--- config.mk ---
export PLATFORM = sky130hd
export DESIGN_NAME = txring_engine
export DESIGN_NICKNAME = d
export VERILOG_FILES = /design/src/rtl/txr_pkg.sv /design/src/rtl/txr_regs.sv /design/src/rtl/txr_ctrl.sv /design/src/rtl/txring_engine.sv
export SDC_FILE = /design/constraint.sdc
export NUM_CORES = 1
export LEC_CHECK = 0
export BUFFER_PORTS_ARGS = -buffer_cell sky130_fd_sc_hd__buf_2
export CAP_MARGIN = 5
export CORE_ASPECT_RATIO = 1.25
export CORE_MARGIN = 3
export CORE_UTILIZATION = 39
export DETAILED_ROUTE_END_ITERATION = 12
export GPL_ROUTABILITY_DRIVEN = 0
export PLACE_DENSITY = 0.62
export REMOVE_ABC_BUFFERS = 1
export SLEW_MARGIN = 30
export SYNTH_ARGS = -nofsm -noshare
export SYNTH_HDL_FRONTEND = slang
export SYNTH_SLANG_ARGS = --single-unit
--- constraint.sdc ---
create_clock -name clk -period 5.9 [get_ports clk]
set_input_delay 0.885 -clock clk [delete_from_list [all_inputs] [get_ports clk]]
set_output_delay 0.885 -clock clk [all_outputs]
set_load 0.05 [all_outputs]
--- src/rtl/txr_pkg.sv ---
package txr_pkg;
  typedef enum logic [3:0] {
    ST_IDLE, ST_F0, ST_F1, ST_F2, ST_F3,
    ST_BREQ, ST_BCAP, ST_BOUT, ST_WB, ST_ADV
  } txr_state_e;

  localparam int CMD_EOP  = 0;
  localparam int CMD_RS   = 3;
  localparam int STS_DONE = 0;

  localparam logic [2:0] RA_CTRL = 3'd0;
  localparam logic [2:0] RA_BASE = 3'd1;
  localparam logic [2:0] RA_LEN  = 3'd2;
  localparam logic [2:0] RA_HEAD = 3'd3;
  localparam logic [2:0] RA_TAIL = 3'd4;
endpackage

--- src/rtl/txr_regs.sv ---
module txr_regs
  import txr_pkg::*;
#(
  parameter int AW   = 32,
  parameter int IDXW = 16
) (
  input  logic            clk,
  input  logic            rst_n,
  input  logic            reg_wr,
  input  logic [2:0]      reg_addr,
  input  logic [31:0]     reg_wdata,
  output logic [31:0]     reg_rdata,
  input  logic            busy,
  input  logic            head_adv,
  output logic            en,
  output logic [AW-1:0]   ring_base,
  output logic [IDXW-1:0] head,
  output logic [IDXW-1:0] tail
);
  localparam int LEN_LSB = 7;

  logic            en_q, en_d;
  logic [AW-1:0]   base_q, base_d, len_q, len_d;
  logic [IDXW-1:0] head_q, head_d, tail_q, tail_d, entries;
  logic [IDXW:0]   head_inc;

  assign entries  = len_q[IDXW+3:4];
  assign head_inc = {1'b0, head_q} + 1'b1;

  always_comb begin
    en_d   = en_q;
    base_d = base_q;
    len_d  = len_q;
    tail_d = tail_q;
    head_d = head_q;
    if (reg_wr) begin
      case (reg_addr)
        RA_CTRL: en_d   = reg_wdata[0];
        RA_BASE: base_d = reg_wdata[AW-1:0];
        RA_LEN:  len_d  = {reg_wdata[AW-1:LEN_LSB], {LEN_LSB{1'b0}}};
        RA_TAIL: tail_d = reg_wdata[IDXW-1:0];
        default: ;
      endcase
    end
    if (head_adv)
      head_d = (head_inc == {1'b0, entries}) ? '0 : head_inc[IDXW-1:0];
    else if (reg_wr && reg_addr == RA_HEAD && !en_q && !busy)
      head_d = reg_wdata[IDXW-1:0];
  end

  always_ff @(posedge clk or negedge rst_n) begin
    if (!rst_n) begin
      en_q   <= 1'b0;
      base_q <= '0;
      len_q  <= '0;
      head_q <= '0;
      tail_q <= '0;
    end else begin
      en_q   <= en_d;
      base_q <= base_d;
      len_q  <= len_d;
      head_q <= head_d;
      tail_q <= tail_d;
    end
  end

  always_comb begin
    reg_rdata = '0;
    case (reg_addr)
      RA_CTRL: reg_rdata[0] = en_q;
      RA_BASE: reg_rdata = 32'(base_q);
      RA_LEN:  reg_rdata = 32'(len_q);
      RA_HEAD: reg_rdata = 32'(head_q);
      RA_TAIL: reg_rdata = 32'(tail_q);
      default: ;
    endcase
  end

  assign en        = en_q;
  assign ring_base = base_q;
  assign head      = head_q;
  assign tail      = tail_q;

  // the engine never consumes from an empty ring
  p_adv_nonempty_r4: assert property (@(posedge clk) disable iff (!rst_n)
    head_adv |-> head_q != tail_q);
  // head stays inside the ring when it advances
  p_head_range_r9: assert property (@(posedge clk) disable iff (!rst_n)
    head_adv |-> head_q < entries);
  // a head write while enabled changes nothing
  p_head_locked_r11: assert property (@(posedge clk) disable iff (!rst_n)
    (reg_wr && reg_addr == RA_HEAD && en_q && !head_adv) |=> $stable(head_q));
endmodule

--- src/rtl/txr_ctrl.sv ---
module txr_ctrl
  import txr_pkg::*;
#(
  parameter int AW   = 32,
  parameter int IDXW = 16,
  parameter int LW   = 16
) (
  input  logic            clk,
  input  logic            rst_n,
  input  logic            en,
  input  logic [AW-1:0]   ring_base,
  input  logic [IDXW-1:0] head,
  input  logic [IDXW-1:0] tail,
  output logic            head_adv,
  output logic            busy,
  output logic            mem_req,
  output logic            mem_we,
  output logic [AW-1:0]   mem_addr,
  output logic [3:0]      mem_be,
  output logic [31:0]     mem_wdata,
  input  logic [31:0]     mem_rdata,
  output logic            out_valid,
  input  logic            out_ready,
  output logic [7:0]      out_data,
  output logic            out_last
);
  localparam int DESC_SHIFT = 4;

  txr_state_e    st_q, st_d;
  logic [AW-1:0] buf_q, buf_d, desc_addr, byte_addr;
  logic [LW-1:0] len_q, len_d, cnt_q, cnt_d;
  logic [7:0]    cmd_q, cmd_d, byte_q, byte_d;
  logic          fin;

  assign desc_addr = ring_base + (AW'(head) << DESC_SHIFT);
  assign byte_addr = buf_q + AW'(cnt_q);
  assign fin       = (cnt_q == len_q - 1'b1);

  always_comb begin
    st_d      = st_q;
    buf_d     = buf_q;
    len_d     = len_q;
    cmd_d     = cmd_q;
    cnt_d     = cnt_q;
    byte_d    = byte_q;
    mem_req   = 1'b0;
    mem_we    = 1'b0;
    mem_addr  = desc_addr;
    mem_be    = 4'hF;
    mem_wdata = '0;
    out_valid = 1'b0;
    head_adv  = 1'b0;
    case (st_q)
      ST_IDLE: if (en && head != tail) st_d = ST_F0;
      ST_F0: begin
        mem_req = 1'b1;
        st_d    = ST_F1;
      end
      ST_F1: begin
        mem_req  = 1'b1;
        mem_addr = desc_addr + AW'(4);
        buf_d    = mem_rdata[AW-1:0];
        st_d     = ST_F2;
      end
      ST_F2: begin
        mem_req  = 1'b1;
        mem_addr = desc_addr + AW'(8);
        st_d     = ST_F3;
      end
      ST_F3: begin
        len_d = mem_rdata[LW-1:0];
        cmd_d = mem_rdata[31:24];
        cnt_d = '0;
        if (mem_rdata[LW-1:0] != '0) st_d = ST_BREQ;
        else if (mem_rdata[24+CMD_RS]) st_d = ST_WB;
        else st_d = ST_ADV;
      end
      ST_BREQ: begin
        mem_req  = 1'b1;
        mem_addr = {byte_addr[AW-1:2], 2'b00};
        st_d     = ST_BCAP;
      end
      ST_BCAP: begin
        byte_d = mem_rdata[8*byte_addr[1:0] +: 8];
        st_d   = ST_BOUT;
      end
      ST_BOUT: begin
        out_valid = 1'b1;
        if (out_ready) begin
          cnt_d = cnt_q + 1'b1;
          if (!fin) st_d = ST_BREQ;
          else if (cmd_q[CMD_RS]) st_d = ST_WB;
          else st_d = ST_ADV;
        end
      end
      ST_WB: begin
        mem_req   = 1'b1;
        mem_we    = 1'b1;
        mem_addr  = desc_addr + AW'(12);
        mem_be    = 4'b0001;
        mem_wdata = 32'(1) << STS_DONE;
        st_d      = ST_ADV;
      end
      ST_ADV: begin
        head_adv = 1'b1;
        st_d     = ST_IDLE;
      end
      default: st_d = ST_IDLE;
    endcase
  end

  always_ff @(posedge clk or negedge rst_n) begin
    if (!rst_n) begin
      st_q   <= ST_IDLE;
      buf_q  <= '0;
      len_q  <= '0;
      cmd_q  <= '0;
      cnt_q  <= '0;
      byte_q <= '0;
    end else begin
      st_q   <= st_d;
      buf_q  <= buf_d;
      len_q  <= len_d;
      cmd_q  <= cmd_d;
      cnt_q  <= cnt_d;
      byte_q <= byte_d;
    end
  end

  assign busy     = (st_q != ST_IDLE);
  assign out_data = byte_q;
  assign out_last = out_valid && cmd_q[CMD_EOP] && fin;

  // a stalled byte holds its data and last flag
  p_out_hold_r6: assert property (@(posedge clk) disable iff (!rst_n)
    (out_valid && !out_ready) |=> (out_valid && $stable(out_data) && $stable(out_last)));
  // last never appears without a valid byte
  p_last_valid_r7: assert property (@(posedge clk) disable iff (!rst_n)
    out_last |-> out_valid);
  // the status write touches only the status byte and sets done
  p_wb_shape_r8: assert property (@(posedge clk) disable iff (!rst_n)
    (mem_req && mem_we) |-> (mem_be == 4'b0001 && mem_wdata[STS_DONE]));
  // the status write follows the final accepted byte or an empty descriptor
  p_wb_after_data_r8: assert property (@(posedge clk) disable iff (!rst_n)
    (mem_req && mem_we) |-> ($past(out_valid && out_ready) || $past(st_q) == ST_F3));
endmodule

--- src/rtl/txring_engine.sv ---
module txring_engine
  import txr_pkg::*;
#(
  parameter int AW   = 32,
  parameter int IDXW = 16,
  parameter int LW   = 16
) (
  input  logic        clk,
  input  logic        rst_n,
  input  logic        reg_wr,
  input  logic [2:0]  reg_addr,
  input  logic [31:0] reg_wdata,
  output logic [31:0] reg_rdata,
  output logic        mem_req,
  output logic        mem_we,
  output logic [31:0] mem_addr,
  output logic [3:0]  mem_be,
  output logic [31:0] mem_wdata,
  input  logic [31:0] mem_rdata,
  output logic        out_valid,
  input  logic        out_ready,
  output logic [7:0]  out_data,
  output logic        out_last
);
  logic [1:0]      rst_sync_q;
  logic            rst_n_i;
  logic            en, busy, head_adv;
  logic [AW-1:0]   ring_base, mem_addr_i;
  logic [IDXW-1:0] head, tail;

  always_ff @(posedge clk or negedge rst_n) begin
    if (!rst_n) rst_sync_q <= 2'b00;
    else        rst_sync_q <= {rst_sync_q[0], 1'b1};
  end
  assign rst_n_i = rst_sync_q[1];

  txr_regs #(.AW(AW), .IDXW(IDXW)) regs_i (
    .clk(clk), .rst_n(rst_n_i),
    .reg_wr(reg_wr), .reg_addr(reg_addr), .reg_wdata(reg_wdata), .reg_rdata(reg_rdata),
    .busy(busy), .head_adv(head_adv),
    .en(en), .ring_base(ring_base), .head(head), .tail(tail)
  );

  txr_ctrl #(.AW(AW), .IDXW(IDXW), .LW(LW)) ctrl_i (
    .clk(clk), .rst_n(rst_n_i),
    .en(en), .ring_base(ring_base), .head(head), .tail(tail),
    .head_adv(head_adv), .busy(busy),
    .mem_req(mem_req), .mem_we(mem_we), .mem_addr(mem_addr_i), .mem_be(mem_be),
    .mem_wdata(mem_wdata), .mem_rdata(mem_rdata),
    .out_valid(out_valid), .out_ready(out_ready), .out_data(out_data), .out_last(out_last)
  );

  assign mem_addr = 32'(mem_addr_i);

  // the engine stays off the memory port while reset is held
  p_quiet_reset_r1: assert property (@(posedge clk) !rst_n_i |-> !mem_req && !out_valid);
endmodule

==> impl_metrics.ini <==
[run_status]
status = finished clean

[detailed_routing]
drt_first_iter_violations = 680
first_pass_iters = 5
num_vias = 11000
post_drt_wl_per_cell_um = 20.2
met1_length_mm = 15.7
drc_errors = 0
top_layer_used = met4
postRouteAntennaNets = 0
routed-wl-met3_mm = 1.80
viasPerCell = 5.77
wl_mm = 38.7
wl_met2_mm = 19.5

[power_and_ir_drop]
comb_power_share_pct = 60.3
p_per_area_nw_per_um2 = 558
irDropWorstVdd_uv = 322
leakagePower_nw = 6.29
power_frac_seq_pct = 25.0
clkPwrFrac_pct = 14.7
intPower_mw = 3.87
p_sw_share_pct = 51.9
p_sw_mw = 4.18
p_total_mw = 8.06

[worst_setup_path]
critPathLaunch = regs_i.head[0]
setup.worst_path.end_class = output port
critPathKind = reg -> out
critical_path.startpoint_type = flop
r2r_setup_slack_ns = 2.17
r2r_start = regs_i.head[1]
cp_max_fo = 8
worstPathRequired_ns = 5.02
arrival_ns = 4.55

[grt]
overflow = 0
grt_pass1_vias = 11100
gr-usage-all-layers_pct = 21.7
antenna_found_initial = 0
grt_max_degree = 98
grt_first_pass_wirelength_mm = 61.4

[clock_tree]
cts.hold.buffers_added = 0
clk_pin_slew_ns = 0.07
post_cts_buffers = 0
cts_buffers = 17
cts_tree = built
clock-root-buffer = clkbuf_16
cts_resized = 0
clock-sinks = 170
clk_latency_ns = 0.45
clock_path_buffers = 2
h-tree-depth = 4

[synthesis]
syn_avg_cell_area_um2 = 9.33
synth_top_area_share_pct = 33.2
synth_ff_type = dfrtp_1
synth-async-reset-ratio_pct = 100
yosysSeqAreaShare_pct = 33.2
synth.area.top_cells = dfrtp_1, mux2_2, xor2_1
ys_types = 96
synth_edf_count = 0
yosys_warnings = 0
synthCells = 1375
yosys.area.top_type = dfrtp_1
syn_area_um2 = 12800
ys_ff_latch = 170

[finish]
diodes = 0
post-route-util_pct = 44.9
syn2layout_area_growth_pct = 12.6
design_area_um2 = 14400
num-fill-cells = 3108
layout-drive-gt1-share_pct = 24.9
fin_nets = 1596

[timing]
fmax_mhz = 184
period_share_pct = 92.1
fin_crit_ns = 5.43
tightestPinTransition_ns = 0.922
slew_headroom_pct = 38.3
clock_skew_ns = 0.0159
final_max_slew_viol_count = 0
setup_viol = 0
rsz0062_at_grt = no
final_hold_viol_count = 0

[floorplan]
die_x_um = 168
io_pins = 183
die_area_um2 = 35100
core-area_um2 = 32200
chipHeight_um = 209
start_util_pct = 39.9
rows = 73

[hold_path]
hold_class = in -> async

[job]
maxCapViolCount = 0

[placed_design]
dp_hpwl_mm = 29.8
io_buffer_count = 150
dpl_cell_area_um2 = 13800
path summary, 6_finish.rpt:
check	to	cells past startpoint
min	rst_sync_q[0]	1
max reg2reg	regs_i.head[14]	11
min reg2reg	regs_i.ring_base[28]	0
max	mem_addr[17]	12
max in group asynchronous	ctrl_i.cnt_q[0]	1
min in group clk	rst_sync_q[1]	0
power by group through the flow:
stage / Sequential (mW) / Clock [mW] / Combinational (mW)
finish: 2.01 / 1.19 / 4.86
global placement: 2.01 / 0 / 4.78
global route: 2.08 / 1.25 / 5.23
floorplan: 1.99 / 0 / 3.58
detailed placement: 2.03 / 0 / 4.82
CTS: 2.01 / 1.21 / 4.84
metrics by stage:
stage	setup TNS, ns	hold slack (ns)	instances	worst slack, ns
5_1_grt	0	0.204	1910	0.0641
6_report	0	0.218	1910	0.467
3_3_place_gp	0	0.335	1877	0.985
4_1_cts	0	0.199	1909	0.404
3_5_place_dp	0	0.337	1877	0.885
2_1_floorplan	-38.86	0.331	1300	-2.00
layer usage:
| layer | GRT usage, % | up-vias |
|---|---|---|
| met4 | 9.62 | 0 |
| li1 | - | 5181 |
| met2 | 38.0 | 335 |
| met3 | 3.77 | 91 |
| met1 | 26.0 | 5414 |
| met5 | 0 | - |
worst max-delay path: stages (launching register included):
cell      delay, ns
dfrtp_1        0.49
ha_1           0.24
inv_1          0.06
fa_1           0.43
nor2b_4        0.15
o22ai_1        0.09
xnor2_1        0.50
nand3_1        0.25
or3_1          0.47
o22ai_1        0.17
nand3_1        0.17
o311ai_0       0.69
buf_2          0.38
registers in the layout (all words and copies together), names as in the netlist:
signal            count
ctrl_i.buf_q         32
regs_i.ring_base     32
regs_i.len_q         25
ctrl_i.cnt_q         16
ctrl_i.len_q         16
regs_i.head          16
regs_i.tail          16
ctrl_i.out_data       8
ctrl_i.st_q           4
ctrl_i.cmd_q          2
rst_sync_q            2
regs_i.en             1
placed cells by master (no fill, tap or decap), types with 37 or more instances in the layout:
cell type	n
dfrtp_1	169
nand2_1	158
buf_2	150
mux2_2	116
xor2_1	69
xnor2_1	65
nor2_1	63
o21ai_0	63
a21oi_1	48
nand3_1	42
ha_1	37
final cells by class:
| class | count | area [um2] | share of cell area (%) |
|---|---|---|---|
| clock buffers | 17 | 425 | 2.95 |
| clock inverters | 15 | 181 | 1.26 |
| inverters | 23 | 86.3 | 0.598 |
| multi-input cells | 1107 | 8070 | 55.9 |
| flip-flops and latches | 170 | 4260 | 29.5 |
| well taps | 412 | 515 | 3.57 |
| repair buffers | 166 | 903 | 6.25 |
cells by family (layout without fill, tap and decap cells):
group / after synthesis / count (layout) / synth area share (%)
AO/OA/AOI/OAI: 293 / 293 / 16.3
XOR/XNOR: 138 / 138 / 9.66
adder cells (fa/ha/maj): 40 / 40 / 4.08
buffers and inverters: 129 / 221 / 4.98
flip-flops: 170 / 170 / 33.2
multiplexers: 141 / 141 / 12.9
other: 2 / 33 / 0.0586
AND/OR/NAND/NOR: 462 / 462 / 18.8
synth_stat cells (all sizes together), types with 26 or more instances:
master	instances
clkbuf	58
buf	48
a21oi	49
xor2	71
dfrtp	170
mux2	116
xnor2	67
nand3	42
nor3	26
nand2	158
nor2	68
o21ai	72
ha	37
No activity file was read; power rests on OpenSTA's default activity.
